===== src/rtl/wdt_pkg.sv =====
package wdt_pkg;
    localparam logic [7:0] WDT_KEY    = 8'h5A;
    localparam logic [7:0] WDT_RD_TAG = 8'h69;
    localparam int HOLD_BIT = 7;
    localparam int MODE_BIT = 4;
    localparam int CLR_BIT  = 3;
    localparam int SRC_BIT  = 2;

    typedef struct packed {
        logic       hold;
        logic       mode;   // 1: interval, 0: watchdog
        logic       src;    // 1: aux tick, 0: subsystem tick
        logic [1:0] sel;
    } wdt_ctl_t;

    localparam wdt_ctl_t CTL_RST = '{hold: 1'b0, mode: 1'b0, src: 1'b0, sel: 2'b00};

    typedef struct packed {
        wdt_ctl_t ctl;
        logic     flag;
        logic     ien;
        logic     rst_req;
    } wdt_state_t;
endpackage


===== src/rtl/wdt_limit_dec.sv =====
module wdt_limit_dec #(
    parameter int CNT_W  = 16,
    parameter int LOG_P0 = 15,
    parameter int LOG_P1 = 13,
    parameter int LOG_P2 = 9,
    parameter int LOG_P3 = 6
) (
    input  logic [1:0]       sel,
    output logic [CNT_W-1:0] limit_m1
);
    localparam logic [CNT_W-1:0] LM0 = CNT_W'((64'd1 << LOG_P0) - 64'd1);
    localparam logic [CNT_W-1:0] LM1 = CNT_W'((64'd1 << LOG_P1) - 64'd1);
    localparam logic [CNT_W-1:0] LM2 = CNT_W'((64'd1 << LOG_P2) - 64'd1);
    localparam logic [CNT_W-1:0] LM3 = CNT_W'((64'd1 << LOG_P3) - 64'd1);

    always_comb begin
        unique case (sel)
            2'b00:   limit_m1 = LM0;
            2'b01:   limit_m1 = LM1;
            2'b10:   limit_m1 = LM2;
            default: limit_m1 = LM3;
        endcase
    end
endmodule


===== src/rtl/wdt_counter.sv =====
module wdt_counter #(
    parameter int CNT_W = 16
) (
    input  logic             clk,
    input  logic             rst_n,
    input  logic             tick,
    input  logic             hold,
    input  logic             restart,
    input  logic [CNT_W-1:0] limit_m1,
    output logic             expire,
    output logic [CNT_W-1:0] cnt
);
    logic [CNT_W-1:0] cnt_d, cnt_q;

    always_comb begin
        expire = tick && !hold && !restart && (cnt_q == limit_m1);
        cnt_d  = cnt_q;
        if (restart)
            cnt_d = '0;
        else if (tick && !hold)
            cnt_d = expire ? '0 : cnt_q + 1'b1;
    end

    always_ff @(posedge clk or negedge rst_n) begin
        if (!rst_n) cnt_q <= '0;
        else        cnt_q <= cnt_d;
    end

    assign cnt = cnt_q;


    cnt_in_range_chk: assert property (@(posedge clk) disable iff (!rst_n)
        cnt_q <= limit_m1);


    hold_freeze_chk: assert property (@(posedge clk) disable iff (!rst_n)
        hold && !restart |=> $stable(cnt_q));
endmodule


===== src/rtl/wdt_dual_timer.sv =====
module wdt_dual_timer
    import wdt_pkg::*;
#(
    parameter int CNT_W  = 16,
    parameter int LOG_P0 = 15,
    parameter int LOG_P1 = 13,
    parameter int LOG_P2 = 9,
    parameter int LOG_P3 = 6
) (
    input  logic        clk,
    input  logic        rst_n,
    input  logic        aux_tick,
    input  logic        sub_tick,
    input  logic        ctl_we,
    input  logic [15:0] ctl_wdata,
    output logic [15:0] ctl_rdata,
    input  logic        flag_we,
    input  logic        flag_wdata,
    output logic        flag_o,
    input  logic        ien_we,
    input  logic        ien_wdata,
    output logic        ien_o,
    input  logic        gie,
    input  logic        irq_ack,
    output logic        irq_o,
    output logic        rst_req_o
);
    wdt_state_t       s_d, s_q;
    wdt_ctl_t         new_ctl;
    logic             key_ok, good_wr, bad_wr, restart, tick, expire;
    logic [CNT_W-1:0] limit_m1, cnt;
    logic             unused_bits;

    assign unused_bits = ^{ctl_wdata[6:5], cnt};

    wdt_limit_dec #(
        .CNT_W(CNT_W), .LOG_P0(LOG_P0), .LOG_P1(LOG_P1),
        .LOG_P2(LOG_P2), .LOG_P3(LOG_P3)
    ) u_dec (
        .sel      (s_q.ctl.sel),
        .limit_m1 (limit_m1)
    );

    wdt_counter #(.CNT_W(CNT_W)) u_cnt (
        .clk      (clk),
        .rst_n    (rst_n),
        .tick     (tick),
        .hold     (s_q.ctl.hold),
        .restart  (restart),
        .limit_m1 (limit_m1),
        .expire   (expire),
        .cnt      (cnt)
    );

    always_comb begin
        key_ok  = (ctl_wdata[15:8] == WDT_KEY);
        good_wr = ctl_we && key_ok;
        bad_wr  = ctl_we && !key_ok;
        new_ctl = '{hold: ctl_wdata[HOLD_BIT], mode: ctl_wdata[MODE_BIT],
                    src: ctl_wdata[SRC_BIT], sel: ctl_wdata[1:0]};
        restart = bad_wr ||
                  (good_wr && (ctl_wdata[CLR_BIT] ||
                               (new_ctl.mode != s_q.ctl.mode) ||
                               (new_ctl.sel  != s_q.ctl.sel)));
        tick    = s_q.ctl.src ? aux_tick : sub_tick;

        s_d         = s_q;
        s_d.rst_req = 1'b0;

        // control register: valid write, then key failure or watchdog bite override
        if (good_wr) s_d.ctl = new_ctl;
        if (bad_wr || (expire && !s_q.ctl.mode)) begin
            s_d.ctl     = CTL_RST;
            s_d.rst_req = 1'b1;
        end

        if (ien_we) s_d.ien = ien_wdata;

        // flag priority: expiry > software write > acknowledge
        if (irq_ack && s_q.ctl.mode) s_d.flag = 1'b0;
        if (flag_we)                 s_d.flag = flag_wdata;
        if (expire)                  s_d.flag = 1'b1;
    end

    always_ff @(posedge clk or negedge rst_n) begin
        if (!rst_n) s_q <= '{ctl: CTL_RST, flag: 1'b0, ien: 1'b0, rst_req: 1'b0};
        else        s_q <= s_d;
    end

    assign ctl_rdata = {WDT_RD_TAG, s_q.ctl.hold, 2'b00, s_q.ctl.mode,
                        1'b0, s_q.ctl.src, s_q.ctl.sel};
    assign flag_o    = s_q.flag;
    assign ien_o     = s_q.ien;
    assign irq_o     = s_q.ctl.mode && s_q.flag && s_q.ien && gie;
    assign rst_req_o = s_q.rst_req;


    wd_bite_chk: assert property (@(posedge clk) disable iff (!rst_n)
        expire && !s_q.ctl.mode |=> rst_req_o && (ctl_rdata == 16'h6900));


    interval_no_reset_chk: assert property (@(posedge clk) disable iff (!rst_n)
        expire && s_q.ctl.mode && !ctl_we |=> !rst_req_o);


    flag_on_expire_chk: assert property (@(posedge clk) disable iff (!rst_n)
        expire |=> flag_o);


    ack_clear_chk: assert property (@(posedge clk) disable iff (!rst_n)
        irq_ack && s_q.ctl.mode && !expire && !flag_we |=> !flag_o);


    bad_key_chk: assert property (@(posedge clk) disable iff (!rst_n)
        ctl_we && (ctl_wdata[15:8] != 8'h5A) |=> rst_req_o && (ctl_rdata[7:0] == 8'h00));
endmodule


===== config.mk =====
export PLATFORM = sky130hd
export DESIGN_NAME = wdt_dual_timer
export DESIGN_NICKNAME = d
export VERILOG_FILES = /design/src/rtl/wdt_pkg.sv /design/src/rtl/wdt_limit_dec.sv /design/src/rtl/wdt_counter.sv /design/src/rtl/wdt_dual_timer.sv
export SDC_FILE = /design/constraint.sdc
export NUM_CORES = 1
export LEC_CHECK = 0
export ABC_AREA = 0
export CAP_MARGIN = 20
export CORE_MARGIN = 1
export CORE_UTILIZATION = 43
export DETAILED_ROUTE_END_ITERATION = 6
export PLACE_DENSITY = 0.77
export SLEW_MARGIN = 15
export SYNTH_ARGS = -nofsm -noshare
export SYNTH_HDL_FRONTEND = slang
export SYNTH_SLANG_ARGS = --single-unit

===== constraint.sdc =====
create_clock -name clk -period 1.7 [get_ports clk]
set_input_delay 0.34 -clock clk [delete_from_list [all_inputs] [get_ports clk]]
set_output_delay 0.34 -clock clk [all_outputs]
set_load 0.005 [all_outputs]

# Word-level counts from Yosys, hierarchy flattened

Index checks and enable logic that the tools add are counted.

Add/subtract/negate cells: 1
Muxes and demuxes: 11
Equal/unequal tests: 6
Reductions and logical operators: 23

Operator list:

| cell                                           | count |
|---|---|
| 2-to-1 mux 16 bit                              | 3 |
| one-hot mux 15 bit (3 select lines)            | 1 |
| adder 16 x 1 -> 16 bit (second input constant) | 1 |
| == test 16 x 15 -> 1 bit                       | 1 |
| logical AND 1 bit                              | 11 |
| 2-to-1 mux 5 bit                               | 2 |
| == test 8 x 7 -> 1 bit (second input constant) | 1 |
| 2-to-1 mux 1 bit                               | 5 |
| logical NOT 1 bit                              | 4 |
| logical OR 1 bit                               | 4 |
| nonzero test 2 bit                             | 2 |
| nonzero test 3 bit                             | 1 |
| == test 2 x 1 -> 1 bit (second input constant) | 1 |
| == test 2 bit (second input constant)          | 1 |
| logical NOT 2 bit                              | 1 |
| inequality test 2 bit                          | 1 |
| inequality test 1 bit                          | 1 |

Register bits after elaboration: 24
Bits of input ports: 27
Output and inout bits: 20
Logic and storage cells: 49

# Longest topological paths before layout

Word-level depth: 11
Depth in mapped cells: 8
Depth with buffers taken out: 7

# By module

A second synthesis with hierarchy kept.

Cell total of the unflattened synthesis: 204
Area total of the unflattened synthesis: 1,845.5 um2

By module, submodules not included:

| module         | seq. area each (um2) | area each (um2) | cells an instance | times used |
|---|---|---|---|---|
| wdt_counter    | 400.4                | 1,209.9         | 131               | 1 |
| wdt_dual_timer | 200.2                | 519.2           | 55                | 1 |
| wdt_limit_dec  | 0.0                  | 116.4           | 18                | 1 |

# Worst setup path after synthesis

OpenSTA, ideal clock, no wires.

Kind: register to register
Start: register u_cnt.cnt_q[13] (netlist: u_cnt.cnt[13])
End: register u_cnt.cnt_q[12] (netlist: u_cnt.cnt[12])
Stages on the path, launching flop included: 8
Library setup time: 0.130 ns
Arrival: 1.703 ns
Path slack: -0.134 ns
Period minus slack after synthesis: 1.834 ns
Path buffers: 1
Path through: dfrtp_1 -> nand2b_1 -> a211o_1 -> a221oi_4 -> a21oi_4 -> buf_6 -> a22oi_1 -> o31ai_2

Cells in the longest elaborated chain, start to end: 5

RTL lines:

| what                     | RTL line          | source |
|---|---|---|
| from (decl)              | wdt_counter.sv:13 | `logic [CNT_W-1:0] cnt_d, cnt_q;` |
| from (signal assigned)   | wdt_counter.sv:26 | `else cnt_q <= cnt_d;` |
| == test 16 x 15 -> 1 bit | wdt_counter.sv:16 | `expire = tick && !hold && !restart && (cnt_q == limit_m1);` |
| logical AND 1 bit        | wdt_counter.sv:16 |  |
| 2-to-1 mux 16 bit        | wdt_counter.sv:21 | `cnt_d = expire ? '0 : cnt_q + 1'b1;` |
| 2-to-1 mux 16 bit        | wdt_counter.sv:20 | `else if (tick && !hold)` |
| 2-to-1 mux 16 bit        | wdt_counter.sv:18 | `if (restart)` |

Every way passes these cells. The select of a mux whose other input is x is not followed.
A chain may end at the register's enable or synchronous reset.

# Final worst setup path

Start: register s_q (netlist bit ctl_rdata[1])
End: register u_cnt.cnt_q[8] (netlist: u_cnt.cnt[8])

Cells in the longest elaborated chain, start to end: 10
Elaborated cells on any way between the ends: 16
Those cells by class: eq/ne: 4; mux: 4; reduce/logical: 8

RTL lines:

| what                                                              | RTL line             | source |
|---|---|---|
| from (decl)                                                       | wdt_dual_timer.sv:28 | `wdt_state_t s_d, s_q;` |
| from (signal assigned)                                            | wdt_dual_timer.sv:86 | `if (!rst_n) s_q <= '{ctl: CTL_RST, flag: 1'b0, ien: 1'b0, rst_req: 1'b0};` |
| branches (longest 10 deep; another with == test 16 x 15 -> 1 bit) | --                   |  |

Parallel ways; which one is timed is not known. The select of a mux whose other input is x is not followed.

==> impl_results.md <==
* Clock insertion delay at the later pin of the skew report at 0.28 ns
* Die boundary height at between 60 and 70 um
* Leakage power figure at 1.11 nW
* CP top delay family: compound AO/OA/AOI/OAI gates
* Max-cap violations at 0
* Biggest cell delay along the critical path at 0.45 ns
* Accumulated negative setup slack at -4.86 ns
* Largest fanout of any net on the critical path at 8
* Top library cells by usage in the layout, fill and taps aside: 42 x buf_4, 30 x clkdlybuf4s50_1, 23 x dfrtp_1, 13 x a21oi_1, 12 x nand2_1
* Die Footprint at slightly below 4000 sq um
* Outcome: finished, violations left
* I/O Buffers at 33
* Number of standard cells in the layout, taps in and fillers out at between 200 and 300
* Core Region at approximately 3400 sq um
* RSZ-0062 raised after global routing: true
* Number of sinks driven by the clock tree at 24
* Via count of the first global-routing pass at ~1.6k
* Classification of the worst setup path: flop to flop
* Cell types with the largest area share after synthesis: dfrtp_1 38%, buf_4 5.6%, a21oi_1 4.1%, a31oi_1 3.5%, and3_1 3.5%
* Number of storage elements in the synthesis netlist at 24
* Drt initial violations at between 60 and 70
* Area growth from synthesis to layout at 48.8%
* Violated checks: setup timing
* Final GP Congestion at ~0.93
* Fraction of layout cells with a size suffix above 1 at between 30% and 40%
* Post-Synthesis Cells at around 170
* Vias at approximately 1.6k
* Total power at roughly 0.0014 W
* Total wirelength of the detailed-routed design at about 4300 um
* Final setup violation count at 22
* Wire length of the first global-routing pass at 6980 um
* Clock-pin transition on the worst setup and hold timing paths at 0.09 ns
* Level count of the clock H-tree at 1
* Required arrival time at the worst endpoint at about 1.9 ns
* Post-placement cell count at 279
* Crit path DAT at roughly 2.2 ns
* Hold buffer count at cts at 0
* EDFF count, synth at 0
* Pre-Repair DR Iteration Count at 5
* Hold/Removal Path Class: input port to asynchronous set/reset pin
* Number of buffers created by CTS at 3
* Placed inst area at between 2000 and 2500 sq um
* Synthesis Warnings at 0
* Most common cell after layout, fill and taps aside: buf_4
* Remaining design rule violation count at 0
* Buffer type at the clock tree root: clkbuf_8
* Ports at 47
* Horizontal die dimension at between 60 and 70 um
* Worst path setup slack after routing at -0.306 ns
* Peak VDD IR at about 0.64 mV
* Final Cell Area at approximately 2400 sq um
* Final hold violation count at 0
* Fmax at about 0.50 GHz
* GRT Resource Usage Total at roughly 22%
* R2R setup slack at -0.31 ns
* Final antenna-violating net count at 0
* Largest net degree at the start of global routing at 25
* Kind of end point of the critical path: flop
* Std-Cell Rows at 21
* Time the worst path needs with I/O delays and setup at 2.01 ns
* Net total in the final layout at between 200 and 300
* CTS Buffer Depth at 2
* Power density over the cells at ~570 nW/um^2
* Number of antenna violations at the first check in global routing at 0
* Worst-case setup slack after placement at -0.519 ns
* Proportion of synthesized chip area in sequential cells at 37.6%
* Top-area cell type share of the netlist area at between 30% and 40%
* Fraction of synthesis flops using an asynchronous set or reset pin at 100%
* Congestion Overflow GR at 0
* Via density at 5.39
* TritonCTS clock tree: yes
* Sort of element at the start of the critical path: flop
* Number of pins with negative max-slew slack in the final report at 0
* Cell variety after synth at just under 50
* Average cell area after synthesis at ~9.6 sq um
* Slowest cell on the critical path: dfrtp_2
* Fin Clk Skew at 0.00354 ns
* Final period utilization at 118%
* Series of cell instances along the critical path: buf_6, xor2_2, nor4_4, a31oi_4, a21oi_4, buf_4, nand2b_1, a31oi_1
* Initial standard-cell utilization of the core at a little under half
* Wire length per cell after detailed routing at roughly 15 um
* Biggest area consumer among synthesized cells: dfrtp_1
* Netlist area before placement at around 1600 sq um
* Buffers & Inverters on Critical Path at 2
* Antenna diodes at 0
* Final HPWL DP at ~3000 um
* Dominant register cell in the synthesized netlist: dfrtp_1
cell families (layout without fill, tap and decap cells):
logic type,after synthesis,in the layout,share of synthesized area [%]
compound gates,44,44,21.1
xor+xnor,3,3,2.12
other cells,2,11,0.470
simple gates,68,68,25.2
buf+inv,21,87,10.1
mux,4,4,2.66
fa+ha+maj,1,1,0.784
flops,24,24,37.6
per-stage QoR:
step                      utilization, %  hold WS, ns
after floorplan                        -       0.0444
after global placement              63.5        0.501
after detailed placement            63.5        0.527
after CTS                           66.8        0.429
after global routing                69.0        0.455
final                               69.0        0.422
worst register-to-register path, delay by kind of cell, from the launching register on:
| kind | cells | cell delay [ns] |
|---|---|---|
| flops | 1 | 0.45 |
| simple gates | 2 | 0.40 |
| buf+inv | 2 | 0.34 |
| xor+xnor | 1 | 0.15 |
| compound gates | 3 | 0.58 |
per-layer routing:
layer  track usage, %  share of wire [%]  vias to the layer above
met5                0                  0                        -
met4             8.14                1.5                        0
li1                 -                  -                      739
met3             3.83                4.0                        7
met2             40.5                 53                       39
met1             25.9                 41                      767
path summary, 6_finish.rpt:
kind	endpoint	from	cells after the start
worst max-delay path	u_cnt.cnt[8]	ctl_rdata[1]	8
worst min-delay path	ctl_rdata[7]	rst_n	2
worst max register to register	u_cnt.cnt[8]	ctl_rdata[1]	8
worst min register to register	u_cnt.cnt[2]	u_cnt.cnt[2]	1
max in group asynchronous	ctl_rdata[1]	rst_n	2
min in group clk	u_cnt.cnt[2]	u_cnt.cnt[2]	1
flip-flops by register name (all words and copies together), names as in the netlist:
| signal | count |
|---|---|
| u_cnt.cnt | 16 |
| rst_req_o | 1 |
| flag_o | 1 |
| ctl_rdata | 5 |
| ien_o | 1 |
cell usage after synthesis, drive strengths merged, types with 3 or more instances:
cell type	count
nor2	13
nand2b	7
nand2	13
nor3	3
buf	17
a31oi	10
xor2	3
dfrtp	24
nand3	12
a21o	4
and3	10
a22o	4
inv	3
a21oi	14
what timing repair did:
action / 4_1_cts / 5_1_grt
buffers inserted: 3 / 2
resized for setup: 7 / 13
setup endpoints to repair: 23 / 25
pin swaps: 9 / 9
final cells by class:
cell class,instances,area [sq um]
timing repair buffer,80,702
clock buffer,3,41.3
clock inverter,1,30.0
tap,46,57.6
sequential,24,602
fill,248,1070
multi-input combinational,131,932
inverter,3,11.3
report_power, final:
part | internal, W | leakage (nW) | switching (W)
Combinational | 0.000133 | 0.750 | 0.0000978
Sequential | 0.000591 | 0.324 | 0.0000176
Clock | 0.000316 | 0.0357 | 0.000210
Total | 0.00104 | 1.11 | 0.000325
Note: power is estimated with default switching activity, not from simulation.
